`src/rtl/mms_pkg.sv`:
```
// Package: shared types for the multiplexed memory sequencer.
// Assumes the configuration layout described in the brief (24 bits).
package mms_pkg;

    localparam int CFG_W = 24;

    // Access phase encoding
    typedef enum logic [2:0] {
        PH_IDLE  = 3'd0,
        PH_SETUP = 3'd1,
        PH_HOLD  = 3'd2,
        PH_DATA  = 3'd3,
        PH_TURN  = 3'd4
    } phase_t;

    // Configuration word, most significant field first
    typedef struct packed {
        logic [3:0] turn;
        logic [7:0] data;
        logic [3:0] hold;
        logic [3:0] setup;
        logic [1:0] width;
        logic       mux_en;
        logic       bank_en;
    } cfg_t;

endpackage

```
`src/rtl/mms_phase_ctl.sv`:
```
// Phase controller: accepts one request at a time, snapshots the
// configuration and walks setup, hold, data and turnaround with a
// down-counter, then pulses the acknowledge.
// Assumes the requester holds req_valid until the acknowledge.
module mms_phase_ctl
    import mms_pkg::*;
#(
    parameter int CNT_W = 9
) (
    input  logic   clk,
    input  logic   rst_n,
    input  logic   req_valid,
    input  logic   req_write,
    input  cfg_t   cfg,
    output phase_t phase,
    output logic   last,
    output logic   write_q,
    output cfg_t   cfg_q,
    output logic   start,
    output logic   ack
);

    logic [CNT_W-1:0] cnt;
    logic [CNT_W-1:0] len_setup, len_hold, len_data, len_turn;
    logic [3:0]       hold_eff;
    logic [7:0]       data_eff;

    // Phase lengths minus one, with zero fields raised to one
    always_comb begin
        hold_eff  = (cfg_q.hold == 4'd0) ? 4'd1 : cfg_q.hold;
        data_eff  = (cfg_q.data == 8'd0) ? 8'd1 : cfg_q.data;
        len_setup = CNT_W'(cfg.setup);
        len_hold  = CNT_W'(hold_eff);
        len_data  = write_q ? CNT_W'(data_eff) : CNT_W'(data_eff) + CNT_W'(2);
        len_turn  = CNT_W'(cfg_q.turn);
    end

    // Accept only from idle, outside the acknowledge cycle, with bank on
    assign start = (phase == PH_IDLE) && !ack && req_valid && cfg.bank_en;
    assign last  = (phase != PH_IDLE) && (cnt == '0);

    // Phase sequencing and counter
    always_ff @(posedge clk) begin
        if (!rst_n) begin
            phase   <= PH_IDLE;
            cnt     <= '0;
            ack     <= 1'b0;
            write_q <= 1'b0;
            cfg_q   <= '0;
        end else begin
            ack <= 1'b0;
            case (phase)
                PH_IDLE: begin
                    if (start) begin
                        phase   <= PH_SETUP;
                        cnt     <= len_setup;
                        cfg_q   <= cfg;
                        write_q <= req_write;
                    end
                end
                PH_SETUP: begin
                    if (last) begin
                        phase <= PH_HOLD;
                        cnt   <= len_hold;
                    end else begin
                        cnt <= cnt - 1'b1;
                    end
                end
                PH_HOLD: begin
                    if (last) begin
                        phase <= PH_DATA;
                        cnt   <= len_data;
                    end else begin
                        cnt <= cnt - 1'b1;
                    end
                end
                PH_DATA: begin
                    if (last) begin
                        phase <= PH_TURN;
                        cnt   <= len_turn;
                    end else begin
                        cnt <= cnt - 1'b1;
                    end
                end
                PH_TURN: begin
                    if (last) begin
                        phase <= PH_IDLE;
                        ack   <= 1'b1;
                    end else begin
                        cnt <= cnt - 1'b1;
                    end
                end
                default: phase <= PH_IDLE;
            endcase
        end
    end

endmodule

```
`src/rtl/mms_pin_drive.sv`:
```
// Pin decoder: derives the memory strobes and the shared-bus driver
// from the current phase. Purely combinational from registered state.
// Assumes ADDR_W >= BUS_W; the low BUS_W address bits go on the bus.
module mms_pin_drive
    import mms_pkg::*;
#(
    parameter int BUS_W = 16
) (
    input  phase_t           phase,
    input  logic             mux_en,
    input  logic             write_q,
    input  logic [1:0]       width,
    input  logic [BUS_W-1:0] addr_lo,
    input  logic [BUS_W-1:0] wdata,
    output logic             cs_n,
    output logic             adv_n,
    output logic             oe_n,
    output logic             we_n,
    output logic             bus_oe,
    output logic [BUS_W-1:0] bus_out
);

    localparam logic [BUS_W-1:0] BYTE_MASK = BUS_W'(8'hFF);

    logic in_addr, in_data;
    logic [BUS_W-1:0] mask;

    // Strobe and bus decode per phase
    always_comb begin
        in_addr = (phase == PH_SETUP) || (phase == PH_HOLD);
        in_data = (phase == PH_DATA);
        mask    = (width == 2'b00) ? BYTE_MASK : '1;
        cs_n    = !(in_addr || in_data);
        adv_n   = !((phase == PH_SETUP) && mux_en);
        oe_n    = !(in_data && !write_q);
        we_n    = !(in_data && write_q);
        bus_oe  = (in_addr && mux_en) || (in_data && write_q);
        if (in_addr && mux_en)
            bus_out = addr_lo;
        else if (in_data && write_q)
            bus_out = wdata & mask;
        else
            bus_out = '0;
    end

endmodule

```
`src/rtl/mms_rd_capture.sv`:
```
// Read capture: latches the shared bus on the last read data cycle,
// masked to the programmed width, and holds it for the requester.
module mms_rd_capture #(
    parameter int BUS_W = 16
) (
    input  logic             clk,
    input  logic             rst_n,
    input  logic             capture,
    input  logic [1:0]       width,
    input  logic [BUS_W-1:0] bus_in,
    output logic [BUS_W-1:0] rdata
);

    localparam logic [BUS_W-1:0] BYTE_MASK = BUS_W'(8'hFF);

    // Width-masked capture register
    always_ff @(posedge clk) begin
        if (!rst_n)
            rdata <= '0;
        else if (capture)
            rdata <= bus_in & ((width == 2'b00) ? BYTE_MASK : '1);
    end

endmodule

```
`src/rtl/mux_mem_seq.sv`:
```
// Top: multiplexed memory access timing sequencer. Latches the request,
// runs the phase controller and drives the memory pins.
// Assumes ADDR_W >= BUS_W and BUS_W > 8.
module mux_mem_seq
    import mms_pkg::*;
#(
    parameter int ADDR_W = 16,
    parameter int BUS_W  = 16
) (
    input  logic              clk,
    input  logic              rst_n,
    input  logic [CFG_W-1:0]  cfg_word,
    input  logic              req_valid,
    input  logic              req_write,
    input  logic [ADDR_W-1:0] req_addr,
    input  logic [BUS_W-1:0]  req_wdata,
    output logic              req_ack,
    output logic [BUS_W-1:0]  req_rdata,
    output logic              mem_cs_n,
    output logic              mem_adv_n,
    output logic              mem_oe_n,
    output logic              mem_we_n,
    output logic [ADDR_W-1:0] mem_addr,
    output logic [BUS_W-1:0]  bus_out,
    output logic              bus_oe,
    input  logic [BUS_W-1:0]  bus_in
);

    localparam int CNT_W = 9;

    cfg_t   cfg_in, cfg_q;
    phase_t phase;
    logic   last, write_q, start;
    logic [ADDR_W-1:0] addr_q;
    logic [BUS_W-1:0]  wdata_q;

    assign cfg_in   = cfg_t'(cfg_word);
    assign mem_addr = addr_q;

    // Request address and data latched on acceptance
    always_ff @(posedge clk) begin
        if (!rst_n) begin
            addr_q  <= '0;
            wdata_q <= '0;
        end else if (start) begin
            addr_q  <= req_addr;
            wdata_q <= req_wdata;
        end
    end

    mms_phase_ctl #(.CNT_W(CNT_W)) u_ctl (
        .clk       (clk),
        .rst_n     (rst_n),
        .req_valid (req_valid),
        .req_write (req_write),
        .cfg       (cfg_in),
        .phase     (phase),
        .last      (last),
        .write_q   (write_q),
        .cfg_q     (cfg_q),
        .start     (start),
        .ack       (req_ack)
    );

    mms_pin_drive #(.BUS_W(BUS_W)) u_pins (
        .phase   (phase),
        .mux_en  (cfg_q.mux_en),
        .write_q (write_q),
        .width   (cfg_q.width),
        .addr_lo (addr_q[BUS_W-1:0]),
        .wdata   (wdata_q),
        .cs_n    (mem_cs_n),
        .adv_n   (mem_adv_n),
        .oe_n    (mem_oe_n),
        .we_n    (mem_we_n),
        .bus_oe  (bus_oe),
        .bus_out (bus_out)
    );

    mms_rd_capture #(.BUS_W(BUS_W)) u_cap (
        .clk     (clk),
        .rst_n   (rst_n),
        .capture ((phase == PH_DATA) && last && !write_q),
        .width   (cfg_q.width),
        .bus_in  (bus_in),
        .rdata   (req_rdata)
    );

endmodule

```
`config.mk`:
```
export PLATFORM = sky130hd
export DESIGN_NAME = mux_mem_seq
export DESIGN_NICKNAME = d
export VERILOG_FILES = /design/src/rtl/mms_pkg.sv /design/src/rtl/mms_phase_ctl.sv /design/src/rtl/mms_pin_drive.sv /design/src/rtl/mms_rd_capture.sv /design/src/rtl/mux_mem_seq.sv
export SDC_FILE = /design/constraint.sdc
export NUM_CORES = 1
export LEC_CHECK = 0
export ABC_CLOCK_PERIOD_IN_PS = 2900
export BUFFER_PORTS_ARGS = -buffer_cell sky130_fd_sc_hd__buf_2
export CAP_MARGIN = 25
export CORE_MARGIN = 2
export CORE_UTILIZATION = 54
export CTS_BUF_LIST = sky130_fd_sc_hd__clkbuf_8
export CTS_CLUSTER_SIZE = 30
export DETAILED_ROUTE_END_ITERATION = 6
export PLACE_DENSITY = 0.83
export SETUP_SLACK_MARGIN = 0.2
export SKIP_LAST_GASP = 1
export SLEW_MARGIN = 15
export SYNTH_ARGS = -nofsm -noshare
export SYNTH_HDL_FRONTEND = slang
export SYNTH_HIERARCHICAL = 1
export SYNTH_SLANG_ARGS = --single-unit
```
`constraint.sdc`:
```
create_clock -name clk -period 2.9 [get_ports clk]
set_input_delay 0.29 -clock clk [delete_from_list [all_inputs] [get_ports clk]]
set_output_delay 0.29 -clock clk [all_outputs]
set_load 0.1 [all_outputs]
```
==> key figures, run 1 <==
Clocking
  – TritonCTS clock tree: yes
  – H-tree depth: 3
  – Number of setup buffers added after CTS: 0
  – Worst skew pair latency: 0.35 ns
  – CTS clk-pin slew, worst paths: 0.08 ns
  – CTS sink cnt: 81
  – Post-CTS resize count: 0
  – CTS Hold Buffers Added: 0
  – Clk buf depth: 2
  – Num CTS Buffers: 9
  – Root buffer cell: clkbuf_8

Final layout
  – Ant. Diodes: 0
  – Area growth, synth to finish: 22.44%
  – Multi-input logic area: 0.002414 mm2
  – Filler cells: 645
  – Layout Nets: 646
  – Layout Cells excl Fill: 676
  – Register area: 0.001622 mm2
  – Share of layout cells above drive strength 1: 33.62%

STA
  – Minimum clock period: 2.625 ns
  – Final Hold Viols: 0
  – Period utilization: 90.52%
  – Worst Slack Setup Final: 0.2750 ns
  – Setup TNS: 0 ns
  – Final setup violation count: 0
  – Worst Max-Slew Pin Slew: 0.8981 ns
  – Slew Viols, Final: 0
  – Setup Skew: 0.01594 ns
  – RSZ-0062 raised after global routing: false
  – Rel. slew slack: 40.06%
  – Max Clock Freq: 0.3809 GHz

Global routing
  – Vias in the first global route: 3472
  – Total global-route track usage: 24.44%
  – Grt ovf: 0
  – Initial antenna violation count: 0
  – Largest net degree at the start of global routing: 56
  – First-pass GRT wire length: 16780 um

Power
  – PD cells: 650.9 mW/mm2
  – Peak VDD IR: 0.3833 mV
  – Leak: 1.982 nW

Die
  – Width of the die: 92.12 um
  – Top-Level Pins: 130
  – Die ar.: 0.008485 mm2
  – Initial Utilization: 55.12%
  – DIE HEIGHT: 92.12 um
  – Row count: 32
  – Total core area: 0.007607 mm2

Place
  – I/O Buffers: 129
  – Routability cong.: 0.9627
  – Pre-CTS WS: 0.5444 ns
  – Post-DP HPWL: 7437 um
  – Cell total after placement: 660

Route
  – DR pass1 iterations: 6
  – Vias per cell: 5.605
  – WL/cell: 15.47 um
  – Total wire length: 10460 um
  – Total number of vias: 3789
  – Remaining DRCs: 0
  – ANT nets after route: 0
  – Initial detailed-routing violation count: 263

Setup path
  – Worst endpoint data arrival time: 2.34 ns
  – CP required: 2.61 ns
  – WS Path Type: reg2out
  – Critical Path End Type: output pin
  – CP max FO: 21
  – Startpoint types: flip-flop

Logic synthesis
  – Synth warn: 6
  – Syn_nets: 528
  – Post-synthesis instance total: 451
  – Synth Cell Area: 0.004193 mm2
  – Average cell area after synthesis: 9.297 um2

Run
  – Max Cap Viol: 0

Min path
  – Worst hold path type: in2reg

Outcome
  – Outcome: finished clean
layer usage:
metal | global-route usage (%) | wire length, um
met3 | 3.698 | 682
met1 | 33.23 | 4674
met2 | 39.77 | 4895
met5 | 0 | 0
met4 | 8.209 | 206
state kept, by name (all words and copies together), names as in the netlist:
signal	count
u_ctl/phase	3
u_cap/rdata	16
u_ctl/cnt	9
u_ctl/write_q	1
u_ctl/cfg_q	19
u_ctl/ack	1
wdata_q	16
mem_addr	16
placed cells by master, fill, tap and decap left out, types with 3 or more instances in the layout:
| master | instances |
|---|---|
| buf_2 | 129 |
| dfxtp_1 | 81 |
| nand2_1 | 54 |
| nor2b_1 | 43 |
| mux2i_1 | 40 |
| a21oi_1 | 28 |
| inv_1 | 15 |
| nor2_1 | 13 |
| o21ai_0 | 13 |
| clkbuf_8 | 11 |
| nor3_1 | 10 |
| o211ai_1 | 9 |
| a21boi_2 | 9 |
| nand2b_4 | 8 |
| a32o_1 | 8 |
| buf_4 | 7 |
| o32ai_4 | 7 |
| xor2_1 | 6 |
| xnor2_1 | 5 |
| o22ai_1 | 5 |
| a22oi_1 | 4 |
| nand3_1 | 3 |
| o32ai_1 | 3 |
| a31oi_1 | 3 |
through the flow:
stage	hold WS, ns	utilization (%)	total power [mW]	cell area, um2
after detailed placement	0.4507	64.97	2.568	4942
after global routing	0.1793	67.48	3.519	5134
after global placement	0.4482	64.97	2.539	4942
after CTS	0.1673	67.45	3.332	5131
after floorplan	0.4117	-	2.332	4332
final	0.1768	67.48	3.342	5134
where the power goes:
| part | total (mW) | switching, mW | internal, mW |
|---|---|---|---|
| Clock | 0.772 | 0.411 | 0.361 |
| Combinational | 1.25 | 0.834 | 0.415 |
| Sequential | 1.32 | 0.114 | 1.21 |
| Total | 3.34 | 1.36 | 1.98 |
critical path: stages, from the launching register on:
cell	delay, ns
dfxtp_1	0.77
and4b_2	0.38
inv_2	0.33
buf_2	0.50
final timing paths:
kind | slack (ns) | from | endpoint | depth (start not counted)
worst max-delay path | 0.27 | u_ctl/phase[2]$_SDFFE_PN0P_ | mem_we_n | 3
worst min-delay path | 0.18 | cfg_word[12] | u_ctl/cfg_q[12]$_SDFFE_PN0P_ | 3
worst max register to register | 0.48 | u_ctl/cnt[0]$_SDFFE_PN0P_ | u_ctl/cnt[1]$_SDFFE_PN0P_ | 7
worst min register to register | 0.46 | u_ctl/cfg_q[8]$_SDFFE_PN0P_ | u_ctl/cfg_q[8]$_SDFFE_PN0P_ | 2
cell type report:
| cell class | count | area share, % |
|---|---|---|
| Sequential cell | 81 | 31.59 |
| Multi-Input combinational cell | 323 | 47.01 |
| Clock buffer | 11 | 2.949 |
| Timing Repair Buffer | 137 | 13.99 |
| Tap cell | 102 | 2.486 |
| Inverter | 17 | 1.243 |
| Clock inverter | 5 | 0.7312 |
No activity file was read; power rests on OpenSTA's default activity.
==> run 2, diff against run 1 <==
--- a/config.mk
+++ b/config.mk
@@ -9,11 +9,10 @@
 export BUFFER_PORTS_ARGS = -buffer_cell sky130_fd_sc_hd__buf_2
 export CAP_MARGIN = 25
 export CORE_MARGIN = 2
-export CORE_UTILIZATION = 54
-export CTS_BUF_LIST = sky130_fd_sc_hd__clkbuf_8
+export CORE_UTILIZATION = 52
 export CTS_CLUSTER_SIZE = 30
 export DETAILED_ROUTE_END_ITERATION = 6
-export PLACE_DENSITY = 0.83
+export PLACE_DENSITY = 0.8
 export SETUP_SLACK_MARGIN = 0.2
 export SKIP_LAST_GASP = 1
 export SLEW_MARGIN = 15
==> key figures, run 2 (synthesis results as in run 1) <==
Global routing
  – Grt ovf: 0 (unchanged)
  – Vias in the first global route: 3521 (+1.4%)
  – Largest net degree at the start of global routing: 56 (unchanged)
  – Initial antenna violation count: 0 (unchanged)
  – First-pass GRT wire length: 16760 um (-0.12%)
  – Total global-route track usage: 23.92% (-0.52 points)

Clocking
  – Post-CTS resize count: 0 (unchanged)
  – Root buffer cell: clkbuf_8
  – CTS Hold Buffers Added: 0 (unchanged)
  – Clk buf depth: 2 (unchanged)
  – CTS clk-pin slew, worst paths: 0.08 ns (about the same)
  – CTS sink cnt: 81 (unchanged)
  – Num CTS Buffers: 9 (unchanged)
  – TritonCTS clock tree: yes
  – Worst skew pair latency: 0.35 ns (about the same)
  – H-tree depth: 3 (unchanged)
  – Number of setup buffers added after CTS: 0 (unchanged)

Die
  – Top-Level Pins: 130 (unchanged)
  – Total core area: 0.007767 mm2 (+2.1%)
  – Row count: 32 (unchanged)
  – Initial Utilization: 53.98% (-1.1 points)
  – Width of the die: 93.80 um (+1.8%)
  – DIE HEIGHT: 93.80 um (+1.8%)
  – Die ar.: 0.008798 mm2 (+3.7%)

Place
  – Routability cong.: 0.9929 (+3.1%)
  – Placed cell areas: 0.004950 mm2 (+0.15%)
  – Post-DP HPWL: 7697 um (+3.5%)
  – I/O Buffers: 129 (unchanged)

Route
  – Vias per cell: 5.629 (+0.42%)
  – Total wire length: 10420 um (-0.40%)
  – WL/cell: 15.41 um (-0.40%)
  – DR pass1 iterations: 5 (-1)
  – Remaining DRCs: 0 (unchanged)
  – Total number of vias: 3805 (+0.42%)
  – Initial detailed-routing violation count: 209 (-21%)
  – ANT nets after route: 0 (unchanged)

STA
  – Minimum clock period: 2.484 ns (-0.1406 ns)
  – Setup TNS: 0 ns (unchanged)
  – Final Hold Viols: 0 (unchanged)
  – Setup Skew: 0.01086 ns (-0.005082 ns)
  – WHS: 0.1752 ns (-0.001567 ns)
  – Period utilization: 85.67% (-4.8 points)
  – Worst Max-Slew Pin Slew: 0.8715 ns (-0.02655 ns)
  – Final setup violation count: 0 (unchanged)
  – Slew Viols, Final: 0 (unchanged)
  – RSZ-0062 raised after global routing: false
  – Rel. slew slack: 41.83% (+1.8 points)
  – Max Clock Freq: 0.4025 GHz (+5.7%)

Final layout
  – Finished Cell Area: 0.005181 mm2 (+0.93%)
  – Final core area utilization: 66.70% (-0.78 points)
  – Ant. Diodes: 0 (unchanged)
  – Max FFs per register: 19 (unchanged)
  – Reg with most FFs: u_ctl/cfg_q
  – Area growth, synth to finish: 23.58%
  – Most frequent cells in the layout: buf_2 (129), dfxtp_1 (81), nand2_1 (54), nor2b_1 (43), mux2i_1 (40)
  – Share of layout cells above drive strength 1: 33.28% (-0.35 points)
  – Layout Nets: 647 (+0.15%)
  – Most common cell after layout, fill and taps aside: buf_2

Run
  – Max Cap Viol: 0 (unchanged)

Setup path
  – R2r worst-path depth: 7 (unchanged)
  – CP required: 3.10 ns (+0.49 ns)
  – Critical Path End Type: flip-flop
  – Worst R2R End: u_ctl/cnt[1]$_SDFFE_PN0P_
  – Worst R2R Setup Slack: 0.42 ns (-0.06 ns)
  – WS Path Type: reg2reg
  – Worst setup path start: u_ctl/cnt[0]$_SDFFE_PN0P_
  – Worst endpoint data arrival time: 2.68 ns (+0.34 ns)
  – CP max FO: 9 (-57%)
  – Reg-to-reg startpoint: u_ctl/cnt[0]$_SDFFE_PN0P_
  – Startpoint types: flip-flop

Min path
  – Hold path start: cfg_word[15]
  – Hold Path Depth: 3 (unchanged)
  – Hold Path End: u_ctl/cfg_q[15]$_SDFFE_PN0P_
  – Worst hold path type: in2reg

Power
  – Leak: 2.012 nW (+1.5%)
  – Peak VDD IR: 0.3392 mV (-12%)
  – PD cells: 683.6 mW/mm2 (+5.0%)

Outcome
  – Outcome: finished clean
==> run 2: worst max path at each step <==
| stage | endpoint | cells after the start |
|---|---|---|
| 2_1_floorplan | bus_out[10] | 2 |
| 3_3_place_gp | u_ctl/cnt[1]$_SDFFE_PN0P_ | 7 |
| 3_5_place_dp | u_ctl/cnt[1]$_SDFFE_PN0P_ | 7 |
| 4_1_cts | bus_out[10] | 4 |
| 5_1_grt | u_ctl/cnt[0]$_SDFFE_PN0P_ | 8 |
| 6_report | u_ctl/cnt[1]$_SDFFE_PN0P_ | 7 |
==> run 2: where the power goes <==
group,switching (mW),internal (mW)
sequential,0.110,1.21
combinational,0.838,0.414
clock,0.404,0.570
==> run 2: stage by stage <==
stage	std cells	setup WS (ns)	total power [mW]
final	676	0.4156	3.542
after global routing	676	0.2244	3.719
after CTS	676	0.4526	3.542
after detailed placement	661	0.4792	2.571
after global placement	661	0.5165	2.537
after floorplan	451	0.1830	2.332
==> run 2: worst max-delay path: stages (launching register included) <==
cell and delay (ns):
dfxtp_1 0.35, inv_1 0.09, ha_1 0.22, or4b_1 0.59, nor3_4 0.46, a2111oi_1 0.17, o311ai_1 0.35, a31oi_1 0.12
==> run 2: layout make-up <==
cell class | count | area, um2
clock buffer | 10 | 127.6
clock inverter | 5 | 103.9
fill | 663 | 2586
inverter | 17 | 63.81
multi-input combinational | 323 | 2411
sequential | 81 | 1622
tap | 102 | 127.6
timing repair buffer | 138 | 725.7
==> run 2: metal layers <==
metal | routed length [um] | share of wire, % | GRT usage, %
met1 | 4593 | 44 | 31.91
met4 | 122 | 1.2 | 7.729
met2 | 5110 | 49 | 40.12
met5 | 0 | 0 | 0
met3 | 591 | 5.7 | 3.050
==> run 3, diff against run 2 <==
--- a/config.mk
+++ b/config.mk
@@ -9,10 +9,9 @@
 export BUFFER_PORTS_ARGS = -buffer_cell sky130_fd_sc_hd__buf_2
 export CAP_MARGIN = 25
 export CORE_MARGIN = 2
-export CORE_UTILIZATION = 52
+export CORE_UTILIZATION = 24
 export CTS_CLUSTER_SIZE = 30
 export DETAILED_ROUTE_END_ITERATION = 6
-export PLACE_DENSITY = 0.8
 export SETUP_SLACK_MARGIN = 0.2
 export SKIP_LAST_GASP = 1
 export SLEW_MARGIN = 15
==> key figures, run 3 (synthesis results as in run 1) <==
Outcome
  – Outcome: finished clean

Final layout
  – Filler cells: 1843 (+180%)
  – Most common cell after layout, fill and taps aside: buf_2
  – Area growth, synth to finish: 28.92%
  – Max FFs per register: 19 (unchanged)
  – Share of layout cells above drive strength 1: 33.57% (+0.29 points)
  – Multi-input logic area: 0.002411 mm2 (unchanged)
  – Most frequent cells in the layout: buf_2 (128), dfxtp_1 (81), nand2_1 (54), nor2b_1 (43), mux2i_1 (40)
  – Register area: 0.001622 mm2 (unchanged)
  – Reg with most FFs: u_ctl/cfg_q
  – Layout Nets: 647 (unchanged)
  – Ant. Diodes: 0 (unchanged)

Clocking
  – Num CTS Buffers: 9 (unchanged)
  – Worst skew pair latency: 0.35 ns (about the same)
  – Post-CTS resize count: 0 (unchanged)
  – CTS Hold Buffers Added: 0 (unchanged)
  – Number of setup buffers added after CTS: 0 (unchanged)
  – TritonCTS clock tree: yes
  – H-tree depth: 3 (unchanged)
  – Root buffer cell: clkbuf_16
  – CTS clk-pin slew, worst paths: 0.07 ns (about the same)
  – CTS sink cnt: 81 (unchanged)
  – Clk buf depth: 2 (unchanged)

Setup path
  – Critical Path End Type: output pin
  – CP max FO: 10 (+1)
  – Startpoint types: flip-flop
  – Crit path cell chain: and4b_2 -> inv_2 -> o32ai_2 -> buf_2
  – Worst endpoint data arrival time: 2.28 ns (-0.40 ns)
  – Buf/Inv on CP: 2 (+1)
  – CP max stage cell: dfxtp_1
  – CP required: 2.61 ns (-0.49 ns)
  – WS Path Type: reg2out
  – Worst path max stage delay: 0.54 ns (-0.05 ns)
  – Delay-heaviest family, CP: buffers and inverters

Power
  – Leak: 2.033 nW (+1.0%)
  – Peak VDD IR: 0.3194 mV (-5.8%)
  – PD cells: 686.5 mW/mm2 (+0.42%)

Min path
  – Worst hold path type: in2reg

Route
  – ANT nets after route: 0 (unchanged)
  – DR pass1 iterations: 4 (-1)
  – Vias per cell: 4.684 (-17%)
  – WL/cell: 14.96 um (-3.0%)
  – Total number of vias: 3747 (-1.5%)
  – Initial detailed-routing violation count: 288 (+38%)
  – Total wire length: 11960 um (+15%)
  – Remaining DRCs: 0 (unchanged)

Die
  – Total core area: 0.01718 mm2 (+120%)
  – Width of the die: 136.2 um (+45%)
  – Initial Utilization: 24.41% (-30 points)
  – Top-Level Pins: 130 (unchanged)
  – DIE HEIGHT: 136.2 um (+45%)
  – Die ar.: 0.01854 mm2 (+110%)
  – Row count: 48 (+50%)

Global routing
  – Grt ovf: 0 (unchanged)
  – Total global-route track usage: 12.85% (-11 points)
  – Largest net degree at the start of global routing: 56 (unchanged)
  – Vias in the first global route: 3465 (-1.6%)
  – Initial antenna violation count: 0 (unchanged)
  – First-pass GRT wire length: 18460 um (+10%)

Place
  – I/O Buffers: 129 (unchanged)
  – Routability cong.: 0.8945 (-9.9%)
  – Post-DP HPWL: 8414 um (+9.3%)

STA
  – Setup TNS: 0 ns (unchanged)
  – WHS: 0.1775 ns (+0.002330 ns)
  – Final Hold Viols: 0 (unchanged)
  – Slew Viols, Final: 0 (unchanged)
  – Final setup violation count: 0 (unchanged)
  – Worst Max-Slew Pin Slew: 1.069 ns (+0.1979 ns)
  – RSZ-0062 raised after global routing: false
  – Setup Skew: 0.01294 ns (+0.002075 ns)
  – Max Clock Freq: 0.3897 GHz (-3.2%)
  – Minimum clock period: 2.566 ns (+0.08171 ns)
  – Period utilization: 88.49% (+2.8 points)
  – Rel. slew slack: 28.35% (-13 points)

Run
  – Max Cap Viol: 0 (unchanged)
run 3: final timing paths:
path                                                     end  cells past startpoint                    startpoint  slack, ns
worst max-delay path                             bus_out[10]                      4    u_ctl/write_q$_SDFFE_PN0P_       0.33
worst min-delay path            u_ctl/cfg_q[15]$_SDFFE_PN0P_                      3                  cfg_word[15]       0.18
worst max register to register     u_ctl/cnt[1]$_SDFFE_PN0P_                      7     u_ctl/cnt[0]$_SDFFE_PN0P_       0.51
worst min register to register  u_ctl/cfg_q[21]$_SDFFE_PN0P_                      2  u_ctl/cfg_q[21]$_SDFFE_PN0P_       0.46
run 3: cell type report:
class                           instances  share of cell area [%]
Inverter                               17                   1.181
Tap cell                              225                   5.208
Timing Repair Buffer                  138                   13.70
Clock inverter                          7                   1.134
Multi-Input combinational cell        323                   44.61
Clock buffer                            9                   4.167
Sequential cell                        81                   30.00
run 3: worst min-delay path: stages:
cell and delay, ns:
buf_2 0.10, nand2_1 0.04, a21oi_1 0.05
run 3: power breakdown:
| part | total, mW | internal, mW | switching [mW] | leakage [nW] |
|---|---|---|---|---|
| combinational | 1.28 | 0.420 | 0.861 | 1.24 |
| clock | 1.11 | 0.595 | 0.515 | 0.135 |
| sequential | 1.32 | 1.21 | 0.112 | 0.659 |
run 3: stage by stage:
step	instance area, um2	instances	setup WS [ns]	utilization (%)	power [mW]
2_1_floorplan	4332	451	0.1830	-	2.332
3_3_place_gp	5119	784	0.5844	29.80	2.603
3_5_place_dp	5119	784	0.5560	29.80	2.605
4_1_cts	5405	800	0.2827	31.47	3.738
5_1_grt	5405	800	0.2275	31.47	3.913
6_report	5405	800	0.3339	31.47	3.710
run 3: per-layer routing:
layer  share of wire [%]  vias to the layer above  GRT usage [%]
met3                 5.4                       16          2.610
met4                 1.4                        0          4.861
met2                  46                      127          20.58
met1                  47                     1751          16.98
li1                    -                     1853              -
met5                   0                        -              0
